`config.mk`:
```
export PLATFORM = sky130hd
export DESIGN_NAME = flash_cmd_decoder
export DESIGN_NICKNAME = d
export VERILOG_FILES = /design/src/rtl/flash_cmd_pkg.sv /design/src/rtl/fc_sync.sv /design/src/rtl/fc_hold.sv /design/src/rtl/fc_tx.sv /design/src/rtl/flash_cmd_decoder.sv
export SDC_FILE = /design/constraint.sdc
export NUM_CORES = 1
export LEC_CHECK = 0
export BUFFER_PORTS_ARGS = -buffer_cell sky130_fd_sc_hd__buf_2
export CORE_AREA = 2 2 108 110
export CTS_CLUSTER_DIAMETER = 80
export CTS_CLUSTER_SIZE = 30
export DETAILED_ROUTE_END_ITERATION = 7
export DIE_AREA = 0 0 110 112
export PLACE_DENSITY = 0.87
export SYNTH_ARGS = -nofsm -noshare
export SYNTH_HDL_FRONTEND = slang
export SYNTH_HIERARCHICAL = 1
export SYNTH_SLANG_ARGS = --single-unit
```
`constraint.sdc`:
```
create_clock -name clk -period 7 [get_ports clk]
set_input_delay 0.7 -clock clk [delete_from_list [all_inputs] [get_ports clk]]
set_output_delay 0.7 -clock clk [all_outputs]
set_load 0.01 [all_outputs]
```
`src/rtl/flash_cmd_pkg.sv`:
```
`timescale 1ns/1ps
package flash_cmd_pkg;
  localparam logic [7:0] OP_WREN = 8'h06;
  localparam logic [7:0] OP_WRDI = 8'h04;
  localparam logic [7:0] OP_RDSR = 8'h05;
  localparam logic [7:0] OP_WRSR = 8'h01;
  localparam logic [7:0] OP_READ = 8'h03;
  localparam logic [7:0] OP_PP   = 8'h02;
  localparam logic [7:0] OP_SE   = 8'hD8;
  localparam logic [7:0] OP_BE   = 8'hC7;
  localparam logic [7:0] OP_RDID = 8'h15;

  typedef enum logic [2:0] {
    PH_OPC,   // collecting the opcode
    PH_ADDR,  // collecting address bytes
    PH_DIN,   // collecting data bytes
    PH_DOUT,  // returning bytes on miso
    PH_WAIT,  // waiting for select to rise
    PH_SKIP   // refused or unknown, ignore until deselect
  } phase_t;

  function automatic logic [7:0] id_byte(input logic [1:0] idx);
    case (idx)
      2'd0, 2'd1: return 8'h7F;
      2'd2:       return 8'h5E;
      default:    return 8'h01;
    endcase
  endfunction
endpackage

```
`src/rtl/fc_sync.sv`:
```
`timescale 1ns/1ps
module fc_sync #(
  parameter int N = 4,
  parameter int STAGES = 2,
  parameter logic [N-1:0] INIT = '0
) (
  input  logic         clk,
  input  logic         rst_n,
  input  logic [N-1:0] d,
  output logic [N-1:0] q
);
  logic [STAGES-1:0][N-1:0] st;

  always_ff @(posedge clk or negedge rst_n) begin
    if (!rst_n) st <= {STAGES{INIT}};
    else        st <= {st[STAGES-2:0], d};
  end

  assign q = st[STAGES-1];
endmodule

```
`src/rtl/fc_hold.sv`:
```
`timescale 1ns/1ps
module fc_hold (
  input  logic clk,
  input  logic rst_n,
  input  logic sck_s,
  input  logic hold_s,
  output logic hold_active
);
  // pause state follows the pin only while the serial clock is low
  always_ff @(posedge clk or negedge rst_n) begin
    if (!rst_n)      hold_active <= 1'b0;
    else if (!sck_s) hold_active <= ~hold_s;
  end

  AST_HOLD_SCK_LOW: assert property (@(posedge clk) disable iff (!rst_n)
    !$stable(hold_active) |-> !$past(sck_s));
endmodule

```
`src/rtl/fc_tx.sv`:
```
`timescale 1ns/1ps
module fc_tx (
  input  logic       clk,
  input  logic       rst_n,
  input  logic       clear,
  input  logic       shift_en,
  input  logic [7:0] load_byte,
  output logic       take,
  output logic       tx_bit,
  output logic       live
);
  logic [7:0] sh;
  logic [2:0] cnt;

  assign take   = shift_en && (cnt == 3'd0);
  assign tx_bit = sh[7];

  always_ff @(posedge clk or negedge rst_n) begin
    if (!rst_n) begin
      sh <= '0; cnt <= '0; live <= 1'b0;
    end else if (clear) begin
      cnt <= '0; live <= 1'b0;
    end else if (shift_en) begin
      sh   <= take ? load_byte : {sh[6:0], 1'b0};
      cnt  <= cnt + 3'd1;
      live <= 1'b1;
    end
  end
endmodule

```
`src/rtl/flash_cmd_decoder.sv`:
```
`timescale 1ns/1ps
module flash_cmd_decoder
  import flash_cmd_pkg::*;
#(
  parameter int ADDR_W = 16,
  parameter int PAGE_W = 7,
  parameter int SYNC_STAGES = 2
) (
  input  logic              clk,
  input  logic              rst_n,
  input  logic              sck,
  input  logic              cs_n,
  input  logic              hold_n,
  input  logic              mosi,
  output logic              miso,
  output logic              miso_oe,
  input  logic              busy,
  input  logic [7:0]        status_byte,
  output logic [ADDR_W-1:0] rd_addr,
  input  logic [7:0]        rd_data,
  output logic              wr_en_req,
  output logic              wr_dis_req,
  output logic              stat_wr_req,
  output logic [7:0]        stat_wr_data,
  output logic              pp_valid,
  output logic [7:0]        pp_data,
  output logic [ADDR_W-1:0] pp_addr,
  output logic              pp_commit,
  output logic              pp_cancel,
  output logic              sect_erase_req,
  output logic              chip_erase_req,
  output logic [ADDR_W-1:0] cmd_addr
);
  localparam logic [2:0] CNT_MAX = 3'd7;
  localparam logic [ADDR_W-1:0] ADDR_TOP = '1;

  logic sck_s, cs_s, hold_s, mosi_s, sck_d, cs_d, hold_active;
  logic sel, sck_rise, sck_fall, cs_rise, rise_ev, fall_ev;

  fc_sync #(.N(4), .STAGES(SYNC_STAGES), .INIT(4'b1110)) u_sync (
    .clk(clk), .rst_n(rst_n), .d({sck, cs_n, hold_n, mosi}),
    .q({sck_s, cs_s, hold_s, mosi_s}));

  fc_hold u_hold (.clk(clk), .rst_n(rst_n), .sck_s(sck_s), .hold_s(hold_s),
                  .hold_active(hold_active));

  always_ff @(posedge clk or negedge rst_n) begin
    if (!rst_n) begin sck_d <= 1'b1; cs_d <= 1'b1; end
    else        begin sck_d <= sck_s; cs_d <= cs_s; end
  end

  assign sel      = ~cs_s;
  assign sck_rise = sck_s & ~sck_d;
  assign sck_fall = ~sck_s & sck_d;
  assign cs_rise  = cs_s & ~cs_d;
  assign rise_ev  = sck_rise & sel & ~hold_active;
  assign fall_ev  = sck_fall & sel & ~hold_active;

  phase_t            phase;
  logic [7:0]        cmd;
  logic [6:0]        rx_sh;
  logic [2:0]        bit_cnt, byte_cnt;
  logic [ADDR_W-1:0] addr_sh, ptr;
  logic [1:0]        id_idx;
  logic [7:0]        rx_byte, tx_load;
  logic [ADDR_W-1:0] addr_full;
  logic              open_cmd, align_ok, pp_ok, tx_take, tx_bit, tx_live;

  assign rx_byte   = {rx_sh, mosi_s};
  assign addr_full = {addr_sh[ADDR_W-9:0], rx_byte};
  assign open_cmd  = (phase != PH_OPC) && (phase != PH_SKIP);
  assign align_ok  = open_cmd && (bit_cnt == 3'd0) && !hold_active;
  assign pp_ok     = align_ok && (byte_cnt >= 3'd5);

  always_comb begin
    case (cmd)
      OP_READ: tx_load = rd_data;
      OP_RDSR: tx_load = status_byte;
      default: tx_load = id_byte(id_idx);
    endcase
  end

  fc_tx u_tx (.clk(clk), .rst_n(rst_n), .clear(~sel),
              .shift_en(fall_ev && phase == PH_DOUT), .load_byte(tx_load),
              .take(tx_take), .tx_bit(tx_bit), .live(tx_live));

  assign miso    = tx_bit;
  assign miso_oe = tx_live & sel & ~hold_active;

  always_ff @(posedge clk or negedge rst_n) begin
    if (!rst_n) begin
      phase <= PH_OPC; cmd <= '0; rx_sh <= '0; bit_cnt <= '0; byte_cnt <= '0;
      addr_sh <= '0; ptr <= '0; id_idx <= '0; rd_addr <= '0; cmd_addr <= '0;
      wr_en_req <= 1'b0; wr_dis_req <= 1'b0; stat_wr_req <= 1'b0;
      stat_wr_data <= '0; pp_valid <= 1'b0; pp_data <= '0; pp_addr <= '0;
      pp_commit <= 1'b0; pp_cancel <= 1'b0;
      sect_erase_req <= 1'b0; chip_erase_req <= 1'b0;
    end else begin
      wr_en_req <= 1'b0; wr_dis_req <= 1'b0; stat_wr_req <= 1'b0;
      pp_valid <= 1'b0; pp_commit <= 1'b0; pp_cancel <= 1'b0;
      sect_erase_req <= 1'b0; chip_erase_req <= 1'b0;

      if (cs_rise && align_ok) begin
        case (cmd)
          OP_WREN: wr_en_req      <= (byte_cnt == 3'd1);
          OP_WRDI: wr_dis_req     <= (byte_cnt == 3'd1);
          OP_BE:   chip_erase_req <= (byte_cnt == 3'd1);
          OP_WRSR: stat_wr_req    <= (byte_cnt == 3'd2);
          OP_SE:   sect_erase_req <= (byte_cnt == 3'd4);
          OP_PP:   pp_commit      <= pp_ok;
          default: ;
        endcase
      end
      if (cs_rise && open_cmd && cmd == OP_PP && !pp_ok) pp_cancel <= 1'b1;

      if (!sel) begin
        phase <= PH_OPC; bit_cnt <= '0; byte_cnt <= '0;
      end else if (rise_ev) begin
        rx_sh   <= rx_byte[6:0];
        bit_cnt <= bit_cnt + 3'd1;
        if (bit_cnt == 3'd7) begin
          byte_cnt <= (byte_cnt == CNT_MAX) ? byte_cnt : byte_cnt + 3'd1;
          case (phase)
            PH_OPC: begin
              cmd    <= rx_byte;
              id_idx <= '0;
              if (busy && rx_byte != OP_RDSR) phase <= PH_SKIP;
              else begin
                case (rx_byte)
                  OP_WREN, OP_WRDI, OP_BE:  phase <= PH_WAIT;
                  OP_RDSR, OP_RDID:         phase <= PH_DOUT;
                  OP_WRSR:                  phase <= PH_DIN;
                  OP_READ, OP_PP, OP_SE:    phase <= PH_ADDR;
                  default:                  phase <= PH_SKIP;
                endcase
              end
            end
            PH_ADDR: begin
              addr_sh <= addr_full;
              if (byte_cnt == 3'd3) begin
                cmd_addr <= addr_full;
                ptr      <= addr_full;
                if (cmd == OP_READ) begin
                  rd_addr <= addr_full; phase <= PH_DOUT;
                end else if (cmd == OP_PP) phase <= PH_DIN;
                else                       phase <= PH_WAIT;
              end
            end
            PH_DIN: begin
              if (cmd == OP_WRSR) begin
                stat_wr_data <= rx_byte; phase <= PH_WAIT;
              end else begin
                pp_valid <= 1'b1; pp_data <= rx_byte; pp_addr <= ptr;
                ptr <= {ptr[ADDR_W-1:PAGE_W], ptr[PAGE_W-1:0] + 1'b1};
              end
            end
            default: ;
          endcase
        end
      end else if (tx_take) begin
        if (cmd == OP_READ && rd_addr != ADDR_TOP) rd_addr <= rd_addr + 1'b1;
        if (cmd == OP_RDID) id_idx <= id_idx + 2'd1;
      end
    end
  end

  AST_REQ_ONEHOT: assert property (@(posedge clk) disable iff (!rst_n)
    $onehot0({wr_en_req, wr_dis_req, stat_wr_req, sect_erase_req,
              chip_erase_req, pp_commit, pp_cancel}));
  AST_REQ_DESELECTED: assert property (@(posedge clk) disable iff (!rst_n)
    (wr_en_req | wr_dis_req | stat_wr_req | sect_erase_req | chip_erase_req
     | pp_commit) |-> cs_s);
  AST_PP_SAME_PAGE: assert property (@(posedge clk) disable iff (!rst_n)
    pp_valid |-> pp_addr[ADDR_W-1:PAGE_W] == cmd_addr[ADDR_W-1:PAGE_W]);
  AST_RD_NO_WRAP: assert property (@(posedge clk) disable iff (!rst_n)
    (phase == PH_DOUT && $past(phase) == PH_DOUT && cmd == OP_READ)
      |-> rd_addr >= $past(rd_addr));
endmodule

```
==> results.toml <==
[setup_path]
cp_num_buf_inv = 1
path_cells = "nor4b_1, and4_1, inv_1, nor2_4, nor2b_1, nand4_1, o2bb2ai_2, o21ai_0, a22o_1"
critPathKind = "register to register"
regToRegEndpoint = "rd_addr[14]$_DFFE_PN0P_"
reg2reg_slack_ps = 3480
path_delay_family = "compound AO/OA/AOI/OAI gates"
required_ps = 7310
critPathCaptureType = "register"
critPathArrivalTime_ps = 3830
cp_num_cells = 9
slowest_stage = "o2bb2ai_2"
r2r-start = "sck_d$_DFF_PN1_"
start_kind = "register"
rr_worst_depth = 9
max_stage_delay_ps = 1050
cp_max_fo = 32

[synth]
synthCells = 646
ys_warn_count = 6
ys_seq_area_frac = 0.5328
synth_ff_type = "dfrtp_1"
ys_ff_latch = 145
synth_edf_count = 0
syn_area_um2 = 6829
async_flop_share = 1.000
synth_area_per_cell_um2 = 10.57
syn_nets = 686
yosysUniqueCellTypes = 73

[timing]
timing.slew.headroom = 0.1424
setup_viol = 0
min_period_ps = 3519
drv_slew = 0
finalSetupTns_ps = 0
worst_pin_slew_ps = 1279
grt_setup_unrepaired = "false"
fin_ws_ps = 3481
final.setup_skew_ps = 8.061
clock.fmax_mhz = 284.2
finalCritPeriodShare = 0.5027
hold_viol = 0
timing.hold.ws_ps = 346.1

[clocking]
cts_root_buffer = "clkbuf_16"
cts_buffers = 17
htree_levels = 4
cts_hold_buf = 0
cts_tree = "done"
path_clk_slew_ps = 60
clkSinkCount = 145
cts_resized = 0
cts_setup_buffers = 0
worstSkewPairLatency_ps = 420
clock_path_buffers = 2

[routing]
drt_iter0_markers = 439
wl_met3_um = 1091
met1Wirelength_um = 6936
wl_per_cell_um = 19.06
viasPerCell = 6.066
wl_met2_um = 8227
vias = 5320
drt_wl_total_um = 16720
first_pass_iters = 5
drc = 0
highest_layer = "met4"
ant_nets = 0

[die]
rows = 39
core-area_um2 = 11170
dieArea_um2 = 12320
pin_count = 97
die_y_um = 112
chipWidth_um = 110
start_util = 0.6111

[placed_design]
hpwlAfterDp_um = 10740
dp_worst_setup_slack_ps = 3556
place_congestion = 0.9295
dpl_cell_area_um2 = 7296
place.port_buffers = 96

[outcome]
outcome = "finished clean"

[cells_and_area]
drive_above_1_share = 0.2698
final_cell_area_um2 = 7836
antenna_cells = 0
final_nets = 762
area_growth_pct = 14.75

[power_and_ir_drop]
peakVddDrop_uv = 147.9
power.density_nw_per_um2 = 231.0
p_total_w = 0.001810
p_leak_nw = 4.016

[hold_path]
hp-class = "input port to asynchronous set/reset pin"

[grt]
gr-total-overflow = 0
antenna_found_initial = 0
grt_pass1_vias = 5344
grt.total_usage = 0.2864
grt_max_degree = 86
grt_pass1_wl_um = 26830

[run]
maxCapViolCount = 0
[area by class of cell]
type	instances	area, µm²
Sequential cell	145	3638
Clock inverter	11	83.83
Inverter	21	78.83
Fill cell	800	3338
Timing Repair Buffer	99	509.2
Multi-Input combinational cell	438	2890
Tap cell	143	178.9
Clock buffer	20	456.7
[worst max path at each step]
stage	slack, ps	from	end
after floorplan	4570	u_sync/q[2]$_DFF_PN1_	rd_addr[4]$_DFFE_PN0P_
after global placement	3660	sck_d$_DFF_PN1_	rd_addr[14]$_DFFE_PN0P_
after detailed placement	3560	sck_d$_DFF_PN1_	rd_addr[14]$_DFFE_PN0P_
after CTS	3530	sck_d$_DFF_PN1_	rd_addr[14]$_DFFE_PN0P_
after global routing	3210	sck_d$_DFF_PN1_	rd_addr[2]$_DFFE_PN0P_
final	3480	sck_d$_DFF_PN1_	rd_addr[14]$_DFFE_PN0P_
[synth_stat cells, types with 3 or more instances]
cell	count	share of area
dfrtp_1	137	0.50
nand2_1	124	0.068
mux2_2	43	0.071
o21ai_0	30	0.022
nor2_1	28	0.015
a21oi_1	26	0.019
clkbuf_1	21	0.012
inv_1	21	0.012
ha_1	17	0.031
nand3_1	16	0.012
mux2i_1	12	0.018
a22o_1	9	0.012
nand4_1	9	0.0082
nor3_1	9	0.0066
buf_2	8	0.0059
dfstp_2	8	0.031
o21ai_1	8	0.0059
nand2b_1	7	0.0064
nor4_1	7	0.0064
o22ai_1	7	0.0064
a221o_1	6	0.0088
and3_1	6	0.0055
buf_4	6	0.0066
and4_1	5	0.0064
o31ai_1	5	0.0055
nor3b_1	4	0.0044
xnor2_1	4	0.0051
a21o_1	3	0.0033
a31oi_1	3	0.0027
buf_6	3	0.0049
nor2b_1	3	0.0027
[sequential cells by signal (all words and copies together) (netlist names), 2 cells and up]
| register | flops |
|---|---|
| u_sync/st | 4 |
| u_tx/cnt | 3 |
| bit_cnt | 3 |
| addr_sh | 8 |
| rd_addr | 16 |
| u_tx/sh | 8 |
| pp_data | 8 |
| id_idx | 2 |
| rx_sh | 7 |
| ptr | 16 |
| cmd | 8 |
| pp_addr | 16 |
| u_sync/q | 4 |
| phase | 3 |
| cmd_addr | 16 |
| stat_wr_data | 8 |
| byte_cnt | 3 |
[per-layer routing]
layer,GRT usage,vias to the layer above
li1,-,2421
met1,0.3780,2632
met2,0.4524,224
met3,0.06030,43
met4,0.1325,0
met5,0,-
[cells in the final DEF, fill, tap and decap left out, drive strengths merged, types with 3 or more instances in the layout]
cell type,n
dfrtp,137
ha,17
a31oi,3
nor3b,4
a21o,3
clkbuf,20
nand2,124
or4,3
inv,23
clkinvlp,4
o22ai,7
mux2,43
a22o,9
nand3,16
and4,5
buf,99
nor3,10
o31ai,5
and3,6
nor2,29
nor2b,3
mux2i,12
nand4,10
nand2b,9
a21oi,26
nor4,8
dfstp,8
clkinv,5
xnor2,4
or4b,3
a221o,6
o21ai,38
[kinds of logic after synthesis]
family,after synthesis,synth area share
AND/OR/NAND/NOR,245,0.1836
flip-flops,145,0.5328
AO/OA/AOI/OAI,115,0.1108
buffers and inverters,63,0.04526
multiplexers,55,0.08849
adder cells (fa/ha/maj),18,0.03261
XOR/XNOR,5,0.006412
[power by group]
part / internal, W / switching [W] / total (W) / leakage [nW]
logic: 0.0000342 / 0.0000560 / 0.0000902 / 1.81
clock network: 0.000471 / 0.000351 / 0.000822 / 0.255
registers: 0.000852 / 0.0000451 / 0.000897 / 1.95
total: 0.00136 / 0.000452 / 0.00181 / 4.02
[per-stage QoR]
step,utilization,cells
6_report,0.7013,877
5_1_grt,0.7013,877
4_1_cts,0.7013,877
3_5_place_dp,0.6529,846
3_3_place_gp,0.6529,846
2_1_floorplan,-,646
(Power assumes the default switching activity.)
